--- src/rtl/i2cdac_pkg.sv ---
package i2cdac_pkg;

    localparam int CODE_W = 12;
    localparam int MODE_W = 2;
    localparam int BYTE_W = 8;
    localparam int HI_W   = CODE_W - BYTE_W;

    typedef enum logic [MODE_W-1:0] {
        PD_ACTIVE = 2'b00,
        PD_R2K5   = 2'b01,
        PD_R100K  = 2'b10,
        PD_HIZ    = 2'b11
    } pd_mode_e;

    typedef struct packed {
        pd_mode_e          mode;
        logic [CODE_W-1:0] code;
    } dac_word_t;

    typedef enum logic [2:0] {
        PH_IDLE,
        PH_ADDR,
        PH_ACK,
        PH_RX,
        PH_TX,
        PH_MACK,
        PH_HOLD
    } phase_e;

    function automatic logic [BYTE_W-1:0] upper_byte(input dac_word_t w);
        return {2'b00, w.mode, w.code[CODE_W-1:BYTE_W]};
    endfunction

    function automatic logic [BYTE_W-1:0] lower_byte(input dac_word_t w);
        return w.code[BYTE_W-1:0];
    endfunction

    function automatic dac_word_t pack_word(input logic [MODE_W+HI_W-1:0] stash,
                                            input logic [BYTE_W-1:0] lo);
        dac_word_t w;
        w.mode = pd_mode_e'(stash[MODE_W+HI_W-1:HI_W]);
        w.code = {stash[HI_W-1:0], lo};
        return w;
    endfunction

endpackage

--- src/rtl/i2cdac_line_sync.sv ---
module i2cdac_line_sync #(
    parameter int STAGES = 2
) (
    input  logic clk,
    input  logic rst,
    input  logic scl_in,
    input  logic sda_in,
    output logic sda_s,
    output logic scl_rise,
    output logic scl_fall,
    output logic start_det,
    output logic stop_det
);
    logic [STAGES:0] scl_q;
    logic [STAGES:0] sda_q;

    always_ff @(posedge clk) begin
        if (rst) begin
            scl_q <= '1;
            sda_q <= '1;
        end else begin
            scl_q <= {scl_q[STAGES-1:0], scl_in};
            sda_q <= {sda_q[STAGES-1:0], sda_in};
        end
    end

    logic scl_now, scl_old, sda_now, sda_old;
    assign scl_now = scl_q[STAGES-1];
    assign scl_old = scl_q[STAGES];
    assign sda_now = sda_q[STAGES-1];
    assign sda_old = sda_q[STAGES];

    assign sda_s     = sda_now;
    assign scl_rise  = scl_now & ~scl_old;
    assign scl_fall  = ~scl_now & scl_old;
    assign start_det = scl_now & scl_old & sda_old & ~sda_now;
    assign stop_det  = scl_now & scl_old & ~sda_old & sda_now;
endmodule

--- src/rtl/i2cdac_link.sv ---
module i2cdac_link
    import i2cdac_pkg::*;
#(
    parameter logic [6:0] DEV_ADDR   = 7'h2A,
    parameter logic [6:0] BCAST_ADDR = 7'h47
) (
    input  logic      clk,
    input  logic      rst,
    input  logic      sda_s,
    input  logic      scl_rise,
    input  logic      scl_fall,
    input  logic      start_det,
    input  logic      stop_det,
    input  dac_word_t cur_word,
    output logic      sda_oe,
    output logic      load,
    output dac_word_t new_word
);
    phase_e              phase;
    logic [2:0]          bit_cnt;
    logic                byte_full;
    logic [BYTE_W-1:0]   rx_sh;
    logic [BYTE_W-1:0]   tx_sh;
    logic [MODE_W+HI_W-1:0] stash;
    logic                is_read;
    logic [1:0]          nbyte;
    logic                mack_ok;

    logic addr_hit;
    always_comb begin
        addr_hit = 1'b0;
        if (rx_sh[7:1] == DEV_ADDR)
            addr_hit = 1'b1;
        else if (rx_sh[7:1] == BCAST_ADDR && !rx_sh[0])
            addr_hit = 1'b1;
    end

    logic [BYTE_W-1:0] up_b, lo_b;
    assign up_b = upper_byte(cur_word);
    assign lo_b = lower_byte(cur_word);

    always_ff @(posedge clk) begin
        if (rst) begin
            phase     <= PH_IDLE;
            bit_cnt   <= '0;
            byte_full <= 1'b0;
            rx_sh     <= '0;
            tx_sh     <= '0;
            stash     <= '0;
            is_read   <= 1'b0;
            nbyte     <= '0;
            mack_ok   <= 1'b0;
            sda_oe    <= 1'b0;
            load      <= 1'b0;
            new_word  <= '0;
        end else begin
            load <= 1'b0;
            if (start_det) begin
                phase     <= PH_ADDR;
                bit_cnt   <= '0;
                byte_full <= 1'b0;
                nbyte     <= '0;
                sda_oe    <= 1'b0;
            end else if (stop_det) begin
                phase  <= PH_IDLE;
                sda_oe <= 1'b0;
            end else begin
                unique case (phase)
                    PH_ADDR, PH_RX: begin
                        if (scl_rise) begin
                            rx_sh   <= {rx_sh[BYTE_W-2:0], sda_s};
                            bit_cnt <= bit_cnt + 3'd1;
                            if (bit_cnt == 3'd7) byte_full <= 1'b1;
                        end
                        if (scl_fall && byte_full) begin
                            byte_full <= 1'b0;
                            if (phase == PH_ADDR) begin
                                if (addr_hit) begin
                                    phase   <= PH_ACK;
                                    sda_oe  <= 1'b1;
                                    is_read <= rx_sh[0];
                                end else begin
                                    phase <= PH_HOLD;
                                end
                            end else begin
                                phase  <= PH_ACK;
                                sda_oe <= 1'b1;
                                if (nbyte == 2'd1) stash <= rx_sh[MODE_W+HI_W-1:0];
                            end
                        end
                    end
                    PH_ACK: begin
                        if (scl_rise && !is_read && nbyte == 2'd2) begin
                            load     <= 1'b1;
                            new_word <= pack_word(stash, rx_sh);
                        end
                        if (scl_fall) begin
                            bit_cnt <= '0;
                            if (is_read) begin
                                phase  <= PH_TX;
                                nbyte  <= 2'd1;
                                tx_sh  <= up_b;
                                sda_oe <= ~up_b[7];
                            end else if (nbyte == 2'd2) begin
                                phase  <= PH_HOLD;
                                sda_oe <= 1'b0;
                            end else begin
                                phase  <= PH_RX;
                                nbyte  <= nbyte + 2'd1;
                                sda_oe <= 1'b0;
                            end
                        end
                    end
                    PH_TX: begin
                        if (scl_fall) begin
                            bit_cnt <= bit_cnt + 3'd1;
                            if (bit_cnt == 3'd7) begin
                                phase  <= PH_MACK;
                                sda_oe <= 1'b0;
                            end else begin
                                tx_sh  <= {tx_sh[BYTE_W-2:0], 1'b0};
                                sda_oe <= ~tx_sh[6];
                            end
                        end
                    end
                    PH_MACK: begin
                        if (scl_rise) mack_ok <= ~sda_s;
                        if (scl_fall) begin
                            if (mack_ok && nbyte == 2'd1) begin
                                phase   <= PH_TX;
                                nbyte   <= 2'd2;
                                bit_cnt <= '0;
                                tx_sh   <= lo_b;
                                sda_oe  <= ~lo_b[7];
                            end else begin
                                phase <= PH_HOLD;
                            end
                        end
                    end
                    default: begin
                        sda_oe <= 1'b0;
                    end
                endcase
            end
        end
    end
endmodule

--- src/rtl/i2cdac_out_reg.sv ---
module i2cdac_out_reg
    import i2cdac_pkg::*;
(
    input  logic      clk,
    input  logic      rst,
    input  logic      load,
    input  dac_word_t din,
    output dac_word_t q,
    output logic      strobe
);
    always_ff @(posedge clk) begin
        if (rst) begin
            q      <= '{mode: PD_ACTIVE, code: '0};
            strobe <= 1'b0;
        end else begin
            strobe <= load;
            if (load) q <= din;
        end
    end
endmodule

--- src/rtl/i2cdac_top.sv ---
module i2cdac_top
    import i2cdac_pkg::*;
#(
    parameter logic [6:0] DEV_ADDR    = 7'h2A,
    parameter logic [6:0] BCAST_ADDR  = 7'h47,
    parameter int         SYNC_STAGES = 2
) (
    input  logic              clk,
    input  logic              rst,
    input  logic              scl_in,
    input  logic              sda_in,
    output logic              sda_oe,
    output logic [CODE_W-1:0] dac_code,
    output logic [MODE_W-1:0] pd_mode,
    output logic              upd_strobe
);
    logic sda_s, scl_rise, scl_fall, start_det, stop_det;
    logic load;
    dac_word_t staged, applied;

    i2cdac_line_sync #(.STAGES(SYNC_STAGES)) u_sync (
        .clk       (clk),
        .rst       (rst),
        .scl_in    (scl_in),
        .sda_in    (sda_in),
        .sda_s     (sda_s),
        .scl_rise  (scl_rise),
        .scl_fall  (scl_fall),
        .start_det (start_det),
        .stop_det  (stop_det)
    );

    i2cdac_link #(.DEV_ADDR(DEV_ADDR), .BCAST_ADDR(BCAST_ADDR)) u_link (
        .clk       (clk),
        .rst       (rst),
        .sda_s     (sda_s),
        .scl_rise  (scl_rise),
        .scl_fall  (scl_fall),
        .start_det (start_det),
        .stop_det  (stop_det),
        .cur_word  (applied),
        .sda_oe    (sda_oe),
        .load      (load),
        .new_word  (staged)
    );

    i2cdac_out_reg u_out (
        .clk    (clk),
        .rst    (rst),
        .load   (load),
        .din    (staged),
        .q      (applied),
        .strobe (upd_strobe)
    );

    assign dac_code = applied.code;
    assign pd_mode  = applied.mode;
endmodule

--- config.mk ---
export PLATFORM = sky130hd
export DESIGN_NAME = i2cdac_top
export DESIGN_NICKNAME = d
export VERILOG_FILES = /design/src/rtl/i2cdac_pkg.sv /design/src/rtl/i2cdac_line_sync.sv /design/src/rtl/i2cdac_link.sv /design/src/rtl/i2cdac_out_reg.sv /design/src/rtl/i2cdac_top.sv
export SDC_FILE = /design/constraint.sdc
export NUM_CORES = 1
export LEC_CHECK = 0
export BUFFER_PORTS_ARGS = -buffer_cell sky130_fd_sc_hd__buf_2
export CORE_ASPECT_RATIO = 1.5
export CORE_MARGIN = 2
export CORE_UTILIZATION = 59
export DETAILED_ROUTE_END_ITERATION = 12
export PLACE_DENSITY_LB_ADDON = 0.25
export REMOVE_ABC_BUFFERS = 1
export SLEW_MARGIN = 20
export SYNTH_ARGS = -nofsm -noshare
export SYNTH_HDL_FRONTEND = slang
export SYNTH_SLANG_ARGS = --single-unit
--- constraint.sdc ---
create_clock -name clk -period 2.1 [get_ports clk]
set_input_delay 0.42 -clock clk [delete_from_list [all_inputs] [get_ports clk]]
set_output_delay 0.42 -clock clk [all_outputs]
set_load 0.005 [all_outputs]
## Word level (Yosys, flattened, before mapping)

Cells that the tools add are included.

| storage, ports and cells | value |
|---|---|
| bits in latches | 0 |
| memory bits (writable) | 0 |
| memories | 0 |
| output and inout port bits | 16 |
| register bits after elaboration | 69 |
| input port bits | 4 |
| memory bits (read-only) | 0 |

| operators by class | value |
|---|---|
| muxes and demuxes | 48 |
| $lt $le $gt $ge | 0 |
| shifts and indexed selects | 0 |
| multipliers | 0 |
| div/mod/pow operators | 0 |
| equality and inequality tests | 26 |
| reduce and logical (&&, ||, !) cells | 29 |
| bitwise logic cells | 17 |
| $add $sub $neg | 2 |

Operators by type and width:

| kind | count |
|---|---|
| 2-to-1 mux 3 bit | 14 |
| 2-to-1 mux 7 bit | 6 |
| AND reduction 6 bit | 6 |
| one-hot mux 3 bit (4 select lines) | 2 |
| one-hot mux 7 bit (3 select lines) | 1 |
| inequality test 4 x 3 -> 1 bit, second input constant | 5 |
| 2-to-1 mux 1 bit | 17 |
| inequality test 2 x 1 -> 1 bit, second input constant | 8 |
| AND reduction 4 bit | 4 |
| 2-to-1 mux 2 bit | 6 |
| inverter 1 bit | 10 |
| equality test 3 bit, second input constant | 3 |
| AND reduction 9 bit | 1 |
| bitwise AND 1 bit | 7 |
| equality test 7 x 6 -> 1 bit, second input constant | 1 |
| equality test 7 bit, second input constant | 1 |
| AND reduction 7 bit | 1 |
| equality test 3 x 2 -> 1 bit, second input constant | 2 |
| inequality test 3 x 2 -> 1 bit, second input constant | 2 |
| nonzero test 2 bit | 3 |
| nonzero test 6 bit | 1 |
| logical AND 1 bit | 5 |
| one-hot mux 1 bit (4 select lines) | 1 |
| one-hot mux 2 bit (2 select lines) | 1 |
| 12 further kinds | 14 |

## Depth between registers and ports, before layout

Gate-level depths: netlist of run 1.

| depth | value |
|---|---|
| word-level depth | 10 |
| gate-level depth with buffers | 8 |
| gate-level depth less buffers | 7 |

## By module

A second synthesis of run 1 with hierarchy kept.

| second synthesis, totals | value |
|---|---|
| cell total of the unflattened synthesis | 314 |
| area total of the unflattened synthesis | 3,009.1 um2 |

By module, submodules not included:

| module | area each (um2) | cells an instance | times used | seq. area each (um2) |
|---|---|---|---|---|
| i2cdac_link | 2,283.4 | 251 | 1 | 960.9 |
| i2cdac_out_reg | 535.5 | 47 | 1 | 300.3 |
| i2cdac_line_sync | 190.2 | 16 | 1 | 120.1 |

## Worst setup path after synthesis of run 1

No wires, ideal clock.

| timing | value |
|---|---|
| kind | register to register |
| from | reg u_link.nbyte[1] |
| to | reg u_link.tx_sh[3] |
| clock period less this slack | 1,716 ps |
| setup slack | 384 ps |
| path buffers | 0 |
| data required time | 1,972 ps |
| cell stages (with the launch flop) | 8 |
| arrival time | 1,588 ps |
| cell sequence | dfxtp_1 -> inv_1 -> ha_1 -> and4b_1 -> o32ai_2 -> nor4_4 -> mux2i_1 -> nor2_1 |

| between the ends | value |
|---|---|
| cells in the longest elaborated chain, start to end | 4 |

Ends and longest elaborated chain:

| item | RTL line | source |
|---|---|---|
| start: declaration | i2cdac_link.sv:26 | `logic [1:0] nbyte;` |
| start signal: assignment | i2cdac_link.sv:109 | `nbyte <= nbyte + 2'd1;` |
| equality test 2 x 1 -> 1 bit | i2cdac_link.sv:129 | `if (mack_ok && nbyte == 2'd1) begin` |
| logical AND 1 bit | i2cdac_link.sv:129 |  |
| inequality test 2 x 1 -> 1 bit (no source line) | - |  |
| AND reduction 9 bit (no source line) | - |  |
| end signal: assignment | i2cdac_link.sv:102 | `tx_sh <= up_b;` |
| end signal: assignment | i2cdac_link.sv:121 | `tx_sh <= {tx_sh[BYTE_W-2:0], 1'b0};` |
| end signal: assignment | i2cdac_link.sv:133 | `tx_sh <= lo_b;` |
| end: declaration | i2cdac_link.sv:23 | `logic [BYTE_W-1:0] tx_sh;` |

No other way between the ends.
A chain may end at the register's enable or synchronous reset.

## Worst setup path after layout of run 1

| timing | value |
|---|---|
| from | reg u_link.phase[1] |
| to | reg u_link.new_word[13] in the netlist's numbering |

| between the ends | value |
|---|---|
| cells in the longest elaborated chain, start to end | 2 |

Ends and longest elaborated chain:

| item | RTL line | source |
|---|---|---|
| start: declaration | i2cdac_link.sv:19 | `phase_e phase;` |
| start signal: assignment | i2cdac_link.sv:44 | `phase <= PH_IDLE;` |
| start signal: assignment | i2cdac_link.sv:59 | `phase <= PH_ADDR;` |
| start signal: assignment | i2cdac_link.sv:65 | `phase <= PH_IDLE;` |
| equality test 3 x 2 -> 1 bit | i2cdac_link.sv:68 | `unique case (phase)` |
| AND reduction 4 bit (no source line) | - |  |
| end signal: assignment | i2cdac_link.sv:95 | `new_word <= pack_word(stash, rx_sh);` |
| end: declaration | i2cdac_link.sv:17 | `output dac_word_t new_word` |

No other way between the ends.

==> qor.csv, run 1 <==
stage;metric;value;unit
synthesis;fraction of registers with async set/reset;0;%
clock_tree;post-CTS sizing;0;
clock_tree;Skew-Pair Late Insertion Delay;340;ps
synthesis;main combinational cell family by area after synthesis;simple AND/OR/NAND/NOR gates;
synthesis;Synth area leaders;dfxtp_1 46%, mux2i_1 16%, nor2_1 6.7%;
clock_tree;CTS H-tree depth;3;
die;I/O Pins;20;
min_path;Hold Path Class;in -> reg;
sta;Final Max Tran Viols;0;
placement;gpl congestion;0.8918;
placement;dpl cell area;3177;sq um
global_routing;global-route wire length before repair;10.87;mm
route;vias per inst;5.593;
final_layout;fill cell count;410;
die;Core Box Area;4887;sq um
die;die area;5690;sq um
final_layout;Final Util;69.41;%
die;Initial Util;61.47;%
synthesis;Synth Cell Area;3004;sq um
setup_path;CP required;2330;ps
final_layout;Area growth syn-to-layout;12.91;%
power;PD cells;755.3;nW/um^2
route;DR WL/cell;15.32;um
setup_path;critical path peak fanout;15;
setup_path;Reg2Reg Depth;6;
synthesis;Synth Register Bits;69;
setup_path;Worst Path Arrival;2160;ps
run_status;status;completed;
synthesis;mux contribution to synthesized area;16.37;%
sta;final setup fails;0;
clock_tree;Sink Count;69;
global_routing;grt total ovfl;0;
setup_path;worst setup path class;reg -> reg;
route;DRT Pass-1 Iters;4;
sta;Tcrit/Tclk final;91.88;%
synthesis;mean cell area of the mapped netlist;9.159;sq um
synthesis;top_reg_cell synth;dfxtp_1;
clock_tree;TritonCTS buffer count;9;
sta;worst slew pin tran;538.2;ps
synthesis;Synth cell types;47;
synthesis;simple-gate area share of the yosys netlist;23.12;%
clock_tree;setup bufs post-CTS;0;
synthesis;count leader, synth;dfxtp_1;
clock_tree;CTS max path bufs;2;
clock_tree;Reg clk slew, reported paths;70;ps
route;Total Wirelength;6.404;mm
global_routing;gr usage total;24.53;%
synthesis;most frequent cells after synthesis;69 x dfxtp_1, 54 x nor2_1, 48 x mux2i_1;
setup_path;Worst setup EP type;register;
sta;Final Hold Viols;0;
placement;Port Buffer Count;19;
setup_path;CP Launch Type;register;
final_layout;share of post-route cells with drive strength above 1;16.76;%
route;Initial DRC Count;110;
synthesis;area share of the largest cell type after synthesis;45.98;%
sta;RSZ-0062 raised after global routing;false;
route;vias;2338;
clock_tree;CTS tree;done;
final_layout;Net count, final;356;
synthesis;register area share after synthesis;45.98;%
final_layout;ANT cells;0;
synthesis;Synth Area in XOR/XNOR;0.2915;%
sta;TNS Setup;0;ps
route;DRC violations left;0;
die;Die H;91.40;um
sta;clk_skew;5.763;ps
sta;worst rel slew slack;64.07;%
clock_tree;Post-CTS Hold Buffers;0;
power;Peak VDD IR;515.8;uV
synthesis;yosys warns;0;
synthesis;post-synthesis cell count;328;
synthesis;number of synthesized flops with an enable pin;0;
global_routing;vias in the first global route;2267;
synthesis;Synth area leader;dfxtp_1;
clock_tree;CTS root buffer;clkbuf_8;
synthesis;post-synthesis adder-cell area fraction;1.666;%
min_path;Worst Hold Depth;2;
route;Post-DRT Antenna Nets;0;
synthesis;Synth Area in Compound Gates;9.163;%
global_routing;largest net degree at the start of global routing;39;
die;Cell Rows;31;
final_layout;post-route design area;3392;sq um
die;chip width;62.26;um
flow_run;max-cap viol count;0;
power;Leak;1.336;nW
sta;fmax;0.5183;GHz
placement;post-DP HPWL;4.557;mm
sta;minimum clock period;1930;ps
global_routing;initial antenna violation count;0;
[final timing paths]
path	start	endpoint	slack [ps]
worst min register to register	u_sync.scl_q[0]$_SDFF_PP1_	u_sync.scl_q[1]$_SDFF_PP1_	420
worst min-delay path	sda_in	u_sync.sda_q[0]$_SDFF_PP1_	260
worst max-delay path	u_link.phase[1]$_SDFFE_PP0P_	u_link.new_word[13]$_SDFFE_PP0P_	170
worst max register to register	u_link.phase[1]$_SDFFE_PP0P_	u_link.new_word[13]$_SDFFE_PP0P_	170
[stage by stage]
stage	total power, mW	instances	setup WS [ps]	hold slack (ps)
2_1_floorplan	1.384	307	149.6	389.5
3_3_place_gp	1.420	403	167.9	394.9
3_5_place_dp	1.422	403	141.5	397.5
4_1_cts	2.586	418	112.6	247.4
5_1_grt	2.650	418	30.17	266.1
6_report	2.562	418	170.5	260.1
[layout make-up]
type | instances | area, sq um | share of cell area (%)
Multi-Input combinational cell | 234 | 1520 | 44.82
Tap cell | 66 | 82.58 | 2.435
Sequential cell | 69 | 1383 | 40.76
Inverter | 4 | 15.01 | 0.4426
Clock buffer | 11 | 141.4 | 4.168
Clock inverter | 4 | 72.57 | 2.139
Timing Repair Buffer | 30 | 177.7 | 5.238
[per-layer routing]
metal | vias up | wire [um] | global-route usage, %
met1 | 1088 | 2668 | 28.59
met2 | 47 | 3269 | 41.39
li1 | 1177 | - | -
met3 | 26 | 177 | 3.222
met5 | - | 0 | 0
met4 | 0 | 289 | 17.04
[state kept, by name, indices dropped and copies added, names as in the netlist, 2 cells and up]
register,cells
u_link.new_word,14
u_out.q,14
u_link.rx_sh,8
u_link.tx_sh,7
u_link.stash,6
u_link.bit_cnt,3
u_link.phase,3
u_sync.scl_q,3
u_sync.sda_q,3
u_link.nbyte,2
[cell families after synthesis]
family	after synthesis
XOR/XNOR	1
AND/OR/NAND/NOR	133
adder cells (fa/ha/maj)	4
multiplexers	49
buffers and inverters	25
AO/OA/AOI/OAI	47
flip-flops	69
[where the power goes]
| part | leakage (nW) | internal, mW | switching (mW) |
|---|---|---|---|
| clock network | 0.105 | 0.693 | 0.476 |
| logic | 0.673 | 0.0242 | 0.0431 |
| registers | 0.557 | 1.32 | 0.00998 |
| total | 1.34 | 2.03 | 0.529 |
[placed cells by master (no fill, tap or decap), types with 2 or more instances in the layout]
master	Yosys	final
buf_4	0	11
or2_2	6	6
nand3_1	4	4
o21ai_0	11	11
inv_1	2	2
dfxtp_1	69	68
nand2_1	30	30
and4b_1	3	3
nor2_1	54	54
buf_2	7	19
nor4b_1	2	2
or2_1	3	3
nor3_1	3	3
clkbuf_8	0	10
nand3b_1	3	3
a21oi_1	20	20
o21ai_1	6	6
nor2b_1	4	4
nand2b_1	5	5
ha_1	4	4
bufinv_16	0	2
inv_2	2	2
mux2i_1	48	48
nand4_1	3	3
[critical path, stage by stage, from the launching register on]
cell and delay [ps]:
dfxtp_1 550, nor3b_4 380, nand3b_1 180, or2_1 240, buf_4 210, mux2i_1 200, nor2_1 50
No activity file was read; power rests on OpenSTA's default activity.
==> run 2, diff against run 1 <==
--- a/config.mk
+++ b/config.mk
@@ -5,11 +5,14 @@
 export SDC_FILE = /design/constraint.sdc
 export NUM_CORES = 1
 export LEC_CHECK = 0
-export BUFFER_PORTS_ARGS = -buffer_cell sky130_fd_sc_hd__buf_2
+export BUFFER_PORTS_ARGS = -buffer_cell sky130_fd_sc_hd__clkbuf_2
+export CELL_PAD_IN_SITES_DETAIL_PLACEMENT = 1
+export CELL_PAD_IN_SITES_GLOBAL_PLACEMENT = 1
 export CORE_ASPECT_RATIO = 1.5
 export CORE_MARGIN = 2
-export CORE_UTILIZATION = 59
+export CORE_UTILIZATION = 46
 export DETAILED_ROUTE_END_ITERATION = 12
+export MAX_ROUTING_LAYER = met4
 export PLACE_DENSITY_LB_ADDON = 0.25
 export REMOVE_ABC_BUFFERS = 1
 export SLEW_MARGIN = 20
==> qor.csv, run 2 (same netlist as run 1, synthesis figures left out) <==
stage;metric;value;unit
die;Initial Util;46.97;%
route;Initial DRC Count;113;
sta;fmax;0.5312;GHz
final_layout;post-route design area;3363;sq um
sta;minimum clock period;1882;ps
final_layout;fill cell count;766;
final_layout;Area growth syn-to-layout;11.95;%
route;DRT Pass-1 Iters;4;
final_layout;register area;1383;sq um
placement;gpl congestion;0.9510;
global_routing;initial antenna violation count;0;
global_routing;largest net degree at the start of global routing;52;
min_path;Hold Path Class;in -> reg;
clock_tree;CTS H-tree depth;3;
flow_run;max-cap viol count;0;
min_path;hold path startpoint;scl_in;
setup_path;r2r startpoint;u_link.bit_cnt[0]$_SDFFE_PP0P_;
die;Core Box Area;6396;sq um
placement;Port Buffer Count;19;
sta;worst rel slew slack;67.43;%
power;Tot Pwr;2.418;mW
clock_tree;CTS root buffer;clkbuf_8;
final_layout;ANT cells;0;
sta;Final Max Tran Viols;0;
power;Leak;1.303;nW
route;vias per inst;5.535;
setup_path;CP Launch Type;register;
clock_tree;CTS tree;done;
die;die area;7207;sq um
sta;RSZ-0062 raised after global routing;false;
global_routing;global-route wire length before repair;11.61;mm
route;vias;2358;
final_layout;Net count, final;355;
die;Die H;103.0;um
final_layout;share of post-route cells with drive strength above 1;16.00;%
clock_tree;Post-CTS Hold Buffers;0;
route;Post-DRT Antenna Nets;0;
setup_path;R2R Path End;u_link.phase[0]$_SDFFE_PP0P_;
clock_tree;Reg clk slew, reported paths;70;ps
final_layout;leading cell type in the layout, fill and taps excluded;dfxtp_1;
placement;post-DP HPWL;5.079;mm
die;I/O Pins;20;
setup_path;FF-to-FF setup slack;220;ps
run_status;status;completed;
sta;Min Hold Slack;263.4;ps
setup_path;worst setup path class;reg -> reg;
setup_path;crit path launch;u_link.bit_cnt[0]$_SDFFE_PP0P_;
die;chip width;69.99;um
clock_tree;TritonCTS buffer count;9;
sta;TNS Setup;0;ps
setup_path;Reg2Reg Depth;7;
route;DR WL/cell;16.47;um
route;Total Wirelength;7.016;mm
power;PD cells;718.8;nW/um^2
min_path;Worst Hold Endpoint;u_sync.scl_q[0]$_SDFF_PP1_;
sta;worst slew pin tran;487.0;ps
setup_path;CP required;2380;ps
final_layout;commonest non-fill, non-tap cells in the layout;68 x dfxtp_1, 54 x nor2_1, 48 x mux2i_1;
clock_tree;CTS max path bufs;2;
final_layout;top flop regs;u_link.new_word x14, u_out.q x14, u_link.rx_sh x8;
sta;Tcrit/Tclk final;89.64;%
clock_tree;Skew-Pair Late Insertion Delay;340;ps
placement;dpl cell area;3182;sq um
final_layout;Multi-input gate area;1520;sq um
sta;final setup fails;0;
setup_path;critical path peak fanout;4;
min_path;Worst Hold Depth;2;
setup_path;Worst setup EP type;register;
die;Cell Rows;36;
global_routing;gr usage total;21.85;%
setup_path;Worst Path Arrival;2160;ps
route;DRC violations left;0;
clock_tree;Sink Count;69;
power;Peak VDD IR;529.0;uV
sta;Final Hold Viols;0;
sta;clk_skew;7.646;ps
global_routing;vias in the first global route;2393;
global_routing;grt total ovfl;0;
-- run 2: layer usage --
metal  wire length, um  vias to the layer above  part of all wire [%]  track usage, %
met4               257                        0                   3.7           13.02
met2              3686                       29                    53           38.39
met3               147                       19                   2.1           4.008
li1                  -                     1170                     -               -
met1              2926                     1140                    42           22.85
met5                 0                        -                     0               -
-- run 2: how the worst max path moves through the flow --
stage | to | slack [ps] | cells after the start
2_1_floorplan | u_link.new_word[0]$_SDFFE_PP0P_ | 150 | 5
3_3_place_gp | u_link.tx_sh[2]$_SDFFE_PP0P_ | 240 | 6
3_5_place_dp | u_link.tx_sh[3]$_SDFFE_PP0P_ | 170 | 6
4_1_cts | u_link.tx_sh[3]$_SDFFE_PP0P_ | 160 | 6
5_1_grt | u_link.phase[0]$_SDFFE_PP0P_ | 50 | 7
6_report | u_link.phase[0]$_SDFFE_PP0P_ | 220 | 7
-- run 2: critical path: stages (launching register included) --
cell     delay, ps
dfxtp_1        350
ha_1           160
ha_1           250
a21oi_1        100
nor3_1         190
o21ai_1        140
or4_1          500
a21oi_1        130
-- run 2: repair_timing --
| item | CTS | global route |
|---|---|---|
| setup endpoints to repair | 0 | 2 |
| buffers inserted | 0 | 0 |
| resized for setup | 0 | 1 |
-- run 2: layout make-up --
class                   count  area share, %
clock buffers              12          4.315
clock inverters             2          1.042
inverters                   4         0.4464
multi-input cells         234          45.20
flip-flops and latches     69          41.11
well taps                  76          2.827
repair buffers             29          5.060
-- run 2: per-stage QoR --
step / std cells / setup WS, ps / utilization, %
floorplan: 307 / 149.6 / -
CTS: 426 / 157.3 / 52.56
detailed placement: 412 / 170.6 / 49.75
global route: 426 / 46.27 / 52.58
global placement: 412 / 236.4 / 49.75
finish: 426 / 217.6 / 52.58
-- run 2: power by group --
group / leakage (nW) / internal, mW / total [mW] / switching (mW)
Clock: 0.0923 / 0.567 / 1.02 / 0.457
Sequential: 0.557 / 1.32 / 1.32 / 0.00879
Combinational: 0.653 / 0.0241 / 0.0692 / 0.0451
Total: 1.30 / 1.91 / 2.42 / 0.511
==> run 3, diff against run 2 <==
==> constraint.sdc (replaced) <==
create_clock -name clk -period 2.1 [get_ports clk]
set_input_delay 0.21 -clock clk [delete_from_list [all_inputs] [get_ports clk]]
set_output_delay 0.21 -clock clk [all_outputs]
set_load 0.005 [all_outputs]
==> qor.csv, run 3 (same netlist as run 1, synthesis figures left out) <==
stage;metric;value;unit
run_status;status;completed;
route;vias per inst;5.607;
route;vias;2411;
global_routing;vias in the first global route;2586;
route;Post-DRT Antenna Nets;0;
setup_path;Reg2Reg Depth;7;
sta;fmax;0.5233;GHz
sta;worst slew pin tran;506.2;ps
setup_path;slowest stage cell, crit path;or4_1;
setup_path;critical path peak fanout;4;
flow_run;max-cap viol count;0;
sta;final setup fails;0;
sta;Min Hold Slack;51.00;ps
die;Cell Rows;36;
sta;Tcrit/Tclk final;90.99;%
final_layout;fill cell count;730;
die;Core Box Area;6396;sq um
die;Initial Util;46.97;%
setup_path;crit-path max cell delay;490;ps
final_layout;Area growth syn-to-layout;15.04;%
sta;Final Max Tran Viols;0;
final_layout;ANT cells;0;
min_path;Worst Hold Depth;2;
final_layout;commonest non-fill, non-tap cells in the layout;67 x dfxtp_1, 54 x nor2_1, 48 x mux2i_1;
setup_path;FF-to-FF setup slack;190;ps
clock_tree;CTS root buffer;clkbuf_8;
clock_tree;CTS H-tree depth;3;
route;DR WL/cell;18.02;um
setup_path;R2R Path End;u_link.phase[0]$_SDFFE_PP0P_;
power;PD cells;777.7;nW/um^2
clock_tree;Post-CTS Hold Buffers;0;
final_layout;post-route design area;3456;sq um
global_routing;initial antenna violation count;0;
placement;gpl congestion;0.9009;
placement;Port Buffer Count;19;
setup_path;worst setup path class;reg -> reg;
clock_tree;Sink Count;69;
clock_tree;CTS max path bufs;2;
placement;dpl cell area;3209;sq um
min_path;hold path startpoint;sda_in;
setup_path;r2r startpoint;u_link.bit_cnt[0]$_SDFFE_PP0P_;
global_routing;global-route wire length before repair;12.86;mm
sta;clk_skew;7.467;ps
final_layout;share of post-route cells with drive strength above 1;17.80;%
global_routing;grt total ovfl;0;
power;Tot Pwr;2.688;mW
global_routing;gr usage total;24.22;%
setup_path;Worst Path Arrival;2180;ps
die;I/O Pins;20;
sta;minimum clock period;1911;ps
clock_tree;CTS tree;done;
final_layout;leading cell type in the layout, fill and taps excluded;dfxtp_1;
die;die area;7207;sq um
setup_path;cells along the critical path;ha_1 -> ha_1 -> a21oi_1 -> nor3_1 -> o21ai_1 -> or4_1 -> a21oi_1;
clock_tree;Skew-Pair Late Insertion Delay;350;ps
placement;post-DP HPWL;5.399;mm
route;Total Wirelength;7.749;mm
sta;Final Hold Viols;0;
sta;TNS Setup;0;ps
final_layout;Final Util;54.03;%
clock_tree;Reg clk slew, reported paths;70;ps
power;Leak;1.352;nW
die;chip width;69.99;um
min_path;Worst Hold Endpoint;u_sync.sda_q[0]$_SDFF_PP1_;
setup_path;Worst setup EP type;register;
final_layout;top flop regs;u_link.new_word x14, u_out.q x14, u_link.rx_sh x8;
setup_path;CP required;2370;ps
route;DRC violations left;0;
min_path;Hold Path Class;in -> reg;
power;Peak VDD IR;559.1;uV
route;DRT Pass-1 Iters;5;
clock_tree;TritonCTS buffer count;9;
sta;RSZ-0062 raised after global routing;false;
die;Die H;103.0;um
setup_path;CP Launch Type;register;
route;Initial DRC Count;120;
sta;worst rel slew slack;66.14;%
global_routing;largest net degree at the start of global routing;52;
final_layout;Net count, final;357;
## run 3: cell types whose count changed in the layout (fill, tap and decap cells not counted), sizes merged
| cell | before | now |
|---|---|---|
| buf | 10 | 12 |
| bufinv | 1 | 2 |
| clkbuf | 31 | 32 |
## run 3: worst max-delay path by stage
stage | slack, ps | endpoint | cells after the start | from
6_report | 190 | u_link.phase[0]$_SDFFE_PP0P_ | 7 | u_link.bit_cnt[0]$_SDFFE_PP0P_
2_1_floorplan | 150 | u_link.new_word[0]$_SDFFE_PP0P_ | 5 | u_link.phase[0]$_SDFFE_PP0P_
3_5_place_dp | 140 | u_link.phase[0]$_SDFFE_PP0P_ | 7 | u_link.bit_cnt[0]$_SDFFE_PP0P_
5_1_grt | 8 | u_link.phase[0]$_SDFFE_PP0P_ | 7 | u_link.bit_cnt[0]$_SDFFE_PP0P_
4_1_cts | 110 | u_link.tx_sh[0]$_SDFFE_PP0P_ | 6 | u_link.phase[2]$_SDFFE_PP0P_
3_3_place_gp | 190 | u_link.tx_sh[3]$_SDFFE_PP0P_ | 6 | u_link.phase[2]$_SDFFE_PP0P_
## run 3: area by class of cell
class                   count  area, sq um  area share, %
clock buffers              13        178.9          5.177
well taps                  76        95.09          2.752
flip-flops and latches     69         1384          40.04
multi-input cells         234         1520          43.99
clock inverters             3        65.06          1.883
inverters                   4        15.01         0.4345
repair buffers             31        197.7          5.721
## run 3: where the power goes
| part | internal (mW) | switching [mW] |
|---|---|---|
| combinational | 0.0276 | 0.0485 |
| clock | 0.797 | 0.490 |
| sequential | 1.32 | 0.00890 |
## run 3: per-layer routing
metal | routed length, um | vias up | GRT usage [%]
li1 | - | 1172 | -
met1 | 3042 | 1167 | 25.15
met4 | 372 | 0 | 16.72
met3 | 158 | 27 | 2.933
met2 | 4175 | 45 | 42.78
met5 | 0 | - | -
## run 3: repair_timing
action | CTS | global route
setup buffers | 0 | 0
gates resized for setup | 0 | 2
setup endpoints to repair | 0 | 11
## run 3: metrics by stage
step	worst slack, ps	cells
finish	189.2	430
global route	8.367	430
CTS	112.1	430
detailed placement	141.4	414
global placement	194.0	414
floorplan	149.6	307
## run 3: critical path, delay by kind of cell, from the launching register on
family | cells | cell delay [ps]
AO/OA/AOI/OAI | 3 | 380
adder cells (fa/ha/maj) | 2 | 440
flip-flops | 1 | 360
AND/OR/NAND/NOR | 2 | 670
